<file path="src/rtl/flash_guard_pkg.sv">
package flash_guard_pkg;
  typedef enum logic [1:0] {
    SEL_NONE = 2'd0,
    SEL_LOCK = 2'd1,
    SEL_CFG  = 2'd2,
    SEL_TEST = 2'd3
  } reg_sel_e;
endpackage

</file>
<file path="src/rtl/fg_lock_reg.sv">
module fg_lock_reg (
  input  logic clk,
  input  logic rst,
  input  logic special_mode,
  input  logic wr_en,
  input  logic wr_bit,
  output logic lock_q
);
  logic used_q;

  always_ff @(posedge clk) begin
    if (rst) begin
      lock_q <= 1'b0;
      used_q <= 1'b0;
    end else if (wr_en) begin
      if (special_mode) begin
        lock_q <= wr_bit;
      end else if (!used_q) begin
        lock_q <= wr_bit;
        used_q <= 1'b1;
      end
    end
  end

  // once the single normal-mode write is spent, normal writes leave lock alone
  a_r2_lock_once: assert property (@(posedge clk) disable iff (rst)
    (used_q && !special_mode) |=> $stable(lock_q));
endmodule

</file>
<file path="src/rtl/fg_cfg_reg.sv">
module fg_cfg_reg (
  input  logic clk,
  input  logic rst,
  input  logic lock,
  input  logic prog_en,
  input  logic wr_en,
  input  logic wr_bit,
  output logic bootp_q
);
  always_ff @(posedge clk) begin
    if (rst)
      bootp_q <= 1'b1;
    else if (wr_en && !lock && !prog_en)
      bootp_q <= wr_bit;
  end

  a_r4_frozen_by_lock: assert property (@(posedge clk) disable iff (rst)
    lock |=> $stable(bootp_q));
  a_r5_frozen_by_prog: assert property (@(posedge clk) disable iff (rst)
    prog_en |=> $stable(bootp_q));
endmodule

</file>
<file path="src/rtl/fg_test_reg.sv">
module fg_test_reg #(
  parameter int DATA_W = 8
) (
  input  logic              clk,
  input  logic              rst,
  input  logic              special_mode,
  input  logic              wr_en,
  input  logic [DATA_W-1:0] wr_data,
  output logic [DATA_W-1:0] test_q
);
  always_ff @(posedge clk) begin
    if (rst)
      test_q <= '0;
    else if (wr_en && special_mode)
      test_q <= wr_data;
  end

  // normal mode never alters the test bits
  a_r8_normal_inert: assert property (@(posedge clk) disable iff (rst)
    !special_mode |=> $stable(test_q));
endmodule

</file>
<file path="src/rtl/fg_boot_window.sv">
module fg_boot_window #(
  parameter int ADDR_W     = 16,
  parameter int SMALL_BITS = 10,
  parameter int LARGE_BITS = 11
) (
  input  logic [ADDR_W-1:0] addr,
  input  logic              map_high,
  input  logic              blk_small,
  output logic              in_boot
);
  localparam int LOW_W = ADDR_W - 1;
  localparam logic [LOW_W-1:0] MASK_SMALL = LOW_W'((64'd1 << SMALL_BITS) - 64'd1);
  localparam logic [LOW_W-1:0] MASK_LARGE = LOW_W'((64'd1 << LARGE_BITS) - 64'd1);

  logic [LOW_W-1:0] offset_mask;

  always_comb begin
    offset_mask = blk_small ? MASK_SMALL : MASK_LARGE;
    in_boot = (addr[ADDR_W-1] == map_high) && (&(addr[LOW_W-1:0] | offset_mask));
  end
endmodule

</file>
<file path="src/rtl/flash_guard.sv">
module flash_guard
  import flash_guard_pkg::*;
#(
  parameter int          DATA_W     = 8,
  parameter int          OFS_W      = 8,
  parameter int          ADDR_W     = 16,
  parameter int          SMALL_BITS = 10,
  parameter int          LARGE_BITS = 11,
  parameter logic [7:0]  LOCK_OFS   = 8'hF4,
  parameter logic [7:0]  CFG_OFS    = 8'hF5,
  parameter logic [7:0]  TEST_OFS   = 8'hF6
) (
  input  logic              clk,
  input  logic              rst,
  input  logic              special_mode,
  input  logic              prog_en_active,
  input  logic              map_high,
  input  logic              blk_small,
  input  logic [OFS_W-1:0]  reg_addr,
  input  logic              reg_we,
  input  logic [DATA_W-1:0] reg_wdata,
  output logic [DATA_W-1:0] reg_rdata,
  input  logic              req_valid,
  input  logic [ADDR_W-1:0] req_addr,
  output logic              req_allow
);
  reg_sel_e          sel;
  logic              lock_q;
  logic              bootp_q;
  logic [DATA_W-1:0] test_q;
  logic              in_boot;

  always_comb begin
    if (reg_addr == OFS_W'(LOCK_OFS))      sel = SEL_LOCK;
    else if (reg_addr == OFS_W'(CFG_OFS))  sel = SEL_CFG;
    else if (reg_addr == OFS_W'(TEST_OFS)) sel = SEL_TEST;
    else                                   sel = SEL_NONE;
  end

  fg_lock_reg u_lock (
    .clk(clk), .rst(rst), .special_mode(special_mode),
    .wr_en(reg_we && sel == SEL_LOCK), .wr_bit(reg_wdata[0]), .lock_q(lock_q)
  );

  fg_cfg_reg u_cfg (
    .clk(clk), .rst(rst), .lock(lock_q), .prog_en(prog_en_active),
    .wr_en(reg_we && sel == SEL_CFG), .wr_bit(reg_wdata[0]), .bootp_q(bootp_q)
  );

  fg_test_reg #(.DATA_W(DATA_W)) u_test (
    .clk(clk), .rst(rst), .special_mode(special_mode),
    .wr_en(reg_we && sel == SEL_TEST), .wr_data(reg_wdata), .test_q(test_q)
  );

  fg_boot_window #(.ADDR_W(ADDR_W), .SMALL_BITS(SMALL_BITS), .LARGE_BITS(LARGE_BITS)) u_win (
    .addr(req_addr), .map_high(map_high), .blk_small(blk_small), .in_boot(in_boot)
  );

  always_ff @(posedge clk) begin
    if (rst) begin
      reg_rdata <= '0;
    end else begin
      unique case (sel)
        SEL_LOCK: reg_rdata <= {{(DATA_W-1){1'b0}}, lock_q};
        SEL_CFG:  reg_rdata <= {{(DATA_W-1){1'b0}}, bootp_q};
        SEL_TEST: reg_rdata <= special_mode ? test_q : '0;
        default:  reg_rdata <= '0;
      endcase
    end
  end

  assign req_allow = req_valid && (!in_boot || !bootp_q);

  // a protected boot-block request is never allowed
  a_r6_deny_boot: assert property (@(posedge clk) disable iff (rst)
    (req_valid && in_boot && bootp_q) |-> !req_allow);
  // no grant without a request
  a_r6_no_idle_grant: assert property (@(posedge clk) disable iff (rst)
    !req_valid |-> !req_allow);
  // an unmapped read returns zero one edge later
  a_r10_unmapped_zero: assert property (@(posedge clk) disable iff (rst)
    (sel == SEL_NONE) |=> (reg_rdata == '0));
endmodule

</file>
<file path="config.mk">
export PLATFORM = sky130hd
export DESIGN_NAME = flash_guard
export DESIGN_NICKNAME = d
export VERILOG_FILES = /design/src/rtl/flash_guard_pkg.sv /design/src/rtl/fg_lock_reg.sv /design/src/rtl/fg_cfg_reg.sv /design/src/rtl/fg_test_reg.sv /design/src/rtl/fg_boot_window.sv /design/src/rtl/flash_guard.sv
export SDC_FILE = /design/constraint.sdc
export NUM_CORES = 1
export LEC_CHECK = 0
export CAP_MARGIN = 30
export CORE_ASPECT_RATIO = 1.2
export CORE_UTILIZATION = 32
export CTS_CLUSTER_SIZE = 28
export DETAILED_ROUTE_END_ITERATION = 10
export HOLD_SLACK_MARGIN = 0.12
export PLACE_DENSITY = 0.73
export SLEW_MARGIN = 20
export SYNTH_ARGS = -nofsm -noshare
export SYNTH_HDL_FRONTEND = slang
export SYNTH_SLANG_ARGS = --single-unit
</file>
<file path="constraint.sdc">
create_clock -name clk -period 1 [get_ports clk]
set_input_delay 0.2 -clock clk [delete_from_list [all_inputs] [get_ports clk]]
set_output_delay 0.2 -clock clk [all_outputs]
set_load 0.005 [all_outputs]
</file>
==> results.json, run 1 <==
{
  "irDropWorstVdd_uv": 561,
  "routabilityCongestion": 0.725,
  "critPathMaxStageDelay_ps": 450,
  "coreArea_um2": 2330,
  "cp.buffers_inverters": 2,
  "cp_cell_sequence": "clkdlybuf4s50_1, o21ai_1, o31a_1, buf_2",
  "violations": "negative setup slack",
  "fin_nets": 171,
  "mostFrequentLayoutCell": "nand2b_1",
  "finalMaxSlewViolations": 0,
  "cp_num_cells": 4,
  "avgSynthCellArea_um2": 10.1,
  "cts_buffers": 3,
  "drv_cap": 0,
  "n_antenna_cell": 0,
  "final_util_pct": 55.0,
  "routed-via-count": 750,
  "rsz0062_at_grt": "yes",
  "dpl_cell_area_um2": 1290,
  "hpwlAfterDp_um": 1470,
  "start_util_pct": 34.7,
  "synth_seq_cells": 19,
  "cts-root-buf": "clkbuf_4",
  "start_kind": "primary input",
  "clock_latency_ps": 290,
  "clkTransAtPathRegs_ps": 110,
  "end_kind": "primary output",
  "dp.cells": 157,
  "rrSetupSlack_ps": 60,
  "wire_per_inst_um": 11.3,
  "cts.sinks": 19,
  "reg2reg_from": "u_lock.lock_q$_SDFFE_PP0P_",
  "drtIter0Drc": 3,
  "synth_cell_types": 23,
  "vias_per_cell": 4.66,
  "grt_overflow": 0,
  "status": "finished, violations left",
  "dieHeight_um": 57.1,
  "min_period_ps": 1290,
  "fmax_mhz": 773,
  "placement_rows": 19,
  "setup.worst_path.start": "req_addr[10]",
  "synth_area_um2": 808,
  "grt.total_usage_pct": 15.1,
  "setup_viol": 1,
  "firstDrtPassIters": 2,
  "yosysSeqAreaShare_pct": 47.1,
  "timing.final.ws_setup_ps": -293,
  "portBuffers": 38,
  "power_density_nw_per_um2": 1040,
  "hold_viol_final": 0,
  "p_leak_nw": 0.550,
  "worstSetupEndpoint": "req_allow",
  "ys_top_cells_by_area": "dfxtp_1, mux2i_1, nand2b_1",
  "synth_warnings": 0,
  "relSlewSlack_pct": 85.4,
  "skew_ps": 5.90,
  "ant_nets": 0,
  "rr_endpoint": "u_cfg.bootp_q$_SDFFE_PP1P_",
  "boundaryPins": 49,
  "r2r_cells": 3,
  "synthCells": 80,
  "synth.top_cell.area_share_pct": 47.1,
  "cp.arrival_ps": 1090,
  "h-tree-depth": 1,
  "synth.largest_area_cell": "dfxtp_1",
  "path_max_fanout": 1,
  "antenna_found_initial": 0,
  "layout-drive-gt1-share_pct": 25.4,
  "final_area_um2": 1280,
  "die_area_um2": 2730,
  "wirelength_um": 1830,
  "critical_path_class": "in2out",
  "setup_tns_ps": -293,
  "worst_path_max_delay_cell": "clkdlybuf4s50_1",
  "required_ps": 800,
  "syn_nets": 120,
  "layoutNonFillerInstCount": 161,
  "area_growth_pct": 58.5,
  "critPathTopFamily": "buffers and inverters",
  "tightest_slew_ps": 220,
  "grt_pass1_vias": 795,
  "grt_pass1_wl_um": 2900,
  "hp-class": "in2reg",
  "clk_path_buf_depth": 2,
  "cts_tree": "yes",
  "period_share_pct": 129,
  "route.detailed.drc": 0,
  "mostFrequentLayoutCells": "nand2b_1, dfxtp_1, clkdlybuf4s50_1, dlygate4sd2_1",
  "grt_max_degree": 21,
  "dieWidth_um": 47.9
}
-- state kept, by name, indices dropped and copies added, names as in the netlist --
register       cells
reg_rdata          8
u_test.test_q      8
u_cfg.bootp_q      1
u_lock.lock_q      1
u_lock.used_q      1
-- worst reg2reg max path, cell delays in order, from the launching register on --
cell and delay, ps:
dfxtp_2 350, nor4b_2 260, nand3_1 120, mux2i_1 120
-- worst min-delay path by stage --
stage | start | end | slack (ps) | depth (start not counted)
global placement | u_test.test_q[7]$_SDFFE_PP0P_ | reg_rdata[7]$_SDFF_PP0_ | 440 | 1
detailed placement | u_test.test_q[4]$_SDFFE_PP0P_ | reg_rdata[4]$_SDFF_PP0_ | 440 | 1
floorplan | reg_addr[2] | reg_rdata[0]$_SDFF_PP0_ | 330 | 2
finish | reg_addr[2] | reg_rdata[0]$_SDFF_PP0_ | 390 | 4
global route | reg_addr[2] | reg_rdata[0]$_SDFF_PP0_ | 400 | 4
CTS | reg_addr[2] | reg_rdata[0]$_SDFF_PP0_ | 400 | 4
-- synth_stat cells (all sizes together) --
cell type	n
dfxtp	19
nand2b	17
mux2i	11
and2	7
nor2	5
and3b	2
and4	2
clkbuf	2
inv	2
nand3	2
a21oi	1
a2bb2oi	1
and3	1
buf	1
nand4	1
nand4b	1
nor4b	1
o2111ai	1
o21ai	1
o31a	1
xor2	1
-- power breakdown --
group / internal, mW / switching [mW] / leakage (nW)
clock network: 0.155 / 0.226 / 0.0150
logic: 0.133 / 0.0568 / 0.381
registers: 0.756 / 0.000196 / 0.154
total: 1.04 / 0.283 / 0.550
-- metal layers --
metal / GRT usage [%] / part of all wire, % / up-vias / routed length [µm]
li1: - / - / 371 / -
met1: 11.9 / 38 / 343 / 686
met2: 29.3 / 54 / 32 / 990
met3: 4.43 / 6.0 / 4 / 110
met4: 8.33 / 2.1 / 0 / 38
met5: 0 / 0 / - / 0
-- logic make-up after synthesis --
family          share of synthesized area [%]
simple gates                             30.5
mux                                      13.6
buf+inv                                  3.25
flops                                    47.1
compound gates                           4.49
xor+xnor                                 1.08
-- timing repair --
item / in CTS / in global routing
buffers inserted: 0 / 0
hold buffers: 0 / 0
endpoints found under the setup margin: 28 / 11
pin swaps: 7 / 2
resized for setup: 56 / 5
-- metrics by stage --
step | hold WS, ps | setup WS, ps | total power, mW
floorplan | 332 | 2.60 | 0.824
detailed placement | 443 | -706 | 0.982
global route | 403 | -367 | 1.38
global placement | 437 | -694 | 0.977
CTS | 399 | -305 | 1.33
finish | 392 | -293 | 1.33
-- area by class of cell --
class | instances | area (µm²)
Multi-Input combinational cell | 56 | 424
Fill cell | 233 | 1050
Sequential cell | 19 | 384
Timing Repair Buffer | 49 | 400
Clock buffer | 4 | 26.3
Inverter | 2 | 7.51
Tap cell | 31 | 38.8
No activity file was read; power rests on OpenSTA's default activity.
==> inputs of run 2 (changes only) <==
--- a/config.mk
+++ b/config.mk
@@ -7,12 +7,13 @@
 export LEC_CHECK = 0
 export CAP_MARGIN = 30
 export CORE_ASPECT_RATIO = 1.2
-export CORE_UTILIZATION = 32
+export CORE_UTILIZATION = 34
 export CTS_CLUSTER_SIZE = 28
 export DETAILED_ROUTE_END_ITERATION = 10
 export HOLD_SLACK_MARGIN = 0.12
-export PLACE_DENSITY = 0.73
+export PLACE_DENSITY = 0.74
 export SLEW_MARGIN = 20
 export SYNTH_ARGS = -nofsm -noshare
 export SYNTH_HDL_FRONTEND = slang
+export SYNTH_HIERARCHICAL = 1
 export SYNTH_SLANG_ARGS = --single-unit
==> run 2 against run 1 <==
Clock skew is 5.1 ps lower. Non-clock buffer count is 7 higher. Largest power group unchanged. Critical path type is now in2reg. Area after synthesis is 14% higher. The run still ends with negative setup slack left. Total power is 4.8% higher. Global-route usage is 2.4 points higher. Maximum frequency is 6.6% higher. Combinational power is 26% higher.
==> results.json, run 2 <==
{
  "status": "finished, violations left",
  "violations": "negative setup slack",
  "grt_pass1_vias": 856,
  "layout-drive-gt1-share_pct": 56.8,
  "area_growth_pct": 68.3,
  "synth_edf_count": 0,
  "critPathTopFamily": "simple AND/OR/NAND/NOR gates",
  "hold_viol_final": 0,
  "clock_latency_ps": 300,
  "cp_cell_sequence": "buf_6, nand4b_4, or3_4, nor3b_4, a21boi_2, mux2i_1",
  "mostFrequentLayoutCells": "dfxtp_1, buf_4, buf_2, clkdlybuf4s50_1, a21oi_2",
  "dieHeight_um": 59.1,
  "synth_top_family_by_area": "simple AND/OR/NAND/NOR gates",
  "route.detailed.drc": 0,
  "avgSynthCellArea_um2": 10.8,
  "end_kind": "register",
  "synth_fa_ha_area_share_pct": 0,
  "die_area_um2": 2930,
  "rsz0062_at_grt": "yes",
  "timing.final.ws_setup_ps": -213,
  "coreArea_um2": 2550,
  "path_max_fanout": 3,
  "hp-class": "in2reg",
  "synth.top_cell.area_share_pct": 41.1,
  "ys_top_cells_by_count": "dfxtp_1, a21oi_1, nand3_1",
  "min_period_ps": 1210,
  "power_density_nw_per_um2": 894,
  "synth_most_common_cell": "dfxtp_1",
  "grt.total_usage_pct": 17.5,
  "setup_viol": 19,
  "required_ps": 1240,
  "finalMaxSlewViolations": 0,
  "place_ws_ps": -942,
  "ys_top_cells_by_area": "dfxtp_1, nor4b_2, a21bo_1",
  "n_antenna_cell": 0,
  "muxShareOfSynthArea_pct": 3.25,
  "synth_xor_area_share_pct": 0.947,
  "boundaryPins": 49,
  "grt_pass1_wl_um": 3850,
  "antenna_found_initial": 0,
  "drtIter0Drc": 3,
  "fmax_mhz": 824,
  "synth-simple-area-share_pct": 30.6,
  "dp.cells": 163,
  "synth.largest_area_cell": "dfxtp_1",
  "h-tree-depth": 1,
  "cts_tree": "yes",
  "setup_tns_ps": -2410,
  "clkTransAtPathRegs_ps": 110,
  "start_util_pct": 36.2,
  "dieWidth_um": 49.6,
  "synth_warnings": 6,
  "synth_compound_area_share_pct": 16.6,
  "p_leak_nw": 0.610,
  "grt_max_degree": 22,
  "synth_cell_types": 30,
  "dominantRegCellSynth": "dfxtp_1",
  "worst_path_max_delay_cell": "or3_4",
  "cp.arrival_ps": 1450,
  "layoutNonFillerInstCount": 172,
  "tightest_slew_ps": 206,
  "placement_rows": 20,
  "portBuffers": 38,
  "cts.sinks": 19,
  "ys_async_sr_fraction_pct": 0,
  "critical_path_class": "in2reg",
  "synth_seq_cells": 19,
  "period_share_pct": 121,
  "wirelength_um": 2470,
  "routabilityCongestion": 0.828,
  "relSlewSlack_pct": 86.1,
  "ant_nets": 0,
  "fin_nets": 180,
  "wire_per_inst_um": 14.3,
  "cp.buffers_inverters": 1,
  "firstDrtPassIters": 4,
  "clk_path_buf_depth": 2,
  "vias_per_cell": 4.97,
  "drv_cap": 0,
  "start_kind": "primary input",
  "synth_area_um2": 925,
  "routed-via-count": 854,
  "grt_overflow": 0,
  "cts_buffers": 3,
  "top_regs": "reg_rdata x8, u_test/test_q x8",
  "synthCells": 86,
  "cts-root-buf": "clkbuf_4",
  "mostFrequentLayoutCell": "dfxtp_1",
  "skew_ps": 0.813,
  "critPathMaxStageDelay_ps": 420,
  "hpwlAfterDp_um": 1630,
  "yosysSeqAreaShare_pct": 41.1,
  "irDropWorstVdd_uv": 582,
  "syn_nets": 126
}
==> run 2: layer usage <==
metal  vias to the layer above  track usage [%]  share of wire [%]
met5                         -                0                  0
met4                         0             7.35                1.4
met3                         4             2.82                4.1
met2                        30             34.9                 59
met1                       405             17.8                 35
li1                        415                -                  -
==> run 2: final timing paths <==
check / startpoint / end / slack, ps / depth (start not counted)
max: reg_addr[3] / u_lock/lock_q$_SDFFE_PP0P_ / -210 / 6
min: reg_addr[3] / reg_rdata[0]$_SDFF_PP0_ / 370 / 5
min reg2reg: u_test/test_q[1]$_SDFFE_PP0P_ / reg_rdata[1]$_SDFF_PP0_ / 480 / 1
max reg2reg: u_lock/lock_q$_SDFFE_PP0P_ / reg_rdata[0]$_SDFF_PP0_ / 50 / 3
==> run 2: cell type report <==
class | count | area (µm²)
Fill cell | 242 | 996
Tap cell | 33 | 41.3
Timing Repair Buffer | 56 | 464
Inverter | 2 | 7.51
Clock buffer | 4 | 26.3
Multi-Input combinational cell | 58 | 632
Sequential cell | 19 | 385
==> run 2: stage by stage <==
step	util [%]	hold slack, ps	area (µm²)	total power, mW
2_1_floorplan	-	272	932	0.835
5_1_grt	61.0	380	1560	1.44
3_5_place_dp	55.4	486	1420	1.00
6_report	61.0	375	1560	1.39
4_1_cts	58.1	271	1480	1.37
3_3_place_gp	55.4	478	1420	0.999
==> run 2: kinds of logic after synthesis <==
logic type | Yosys count
AOI/OAI and AO/OA | 20
buffers and inverters | 9
and+or+nand+nor | 34
xor gates and xnor gates | 1
DFF | 19
muxes | 3
==> run 2: what timing repair did <==
action / 4_1_cts / 5_1_grt
setup endpoints to repair: 28 / 19
resized for setup: 87 / 33
buffers inserted: 5 / 2
pin swaps: 11 / 30
hold buffers: 0 / 0
gates cloned: 1 / 0
==> run 2: where the power goes <==
part	switching, mW	leakage [nW]	internal (mW)
combinational	0.105	0.440	0.134
sequential	0.000252	0.154	0.757
clock	0.240	0.0150	0.155
total	0.345	0.610	1.05
==> run 2: worst register-to-register path: stages (launching register included) <==
cell     delay [ps]
dfxtp_1         430
mux2i_1         110
o32a_1          170
nor4_1          150
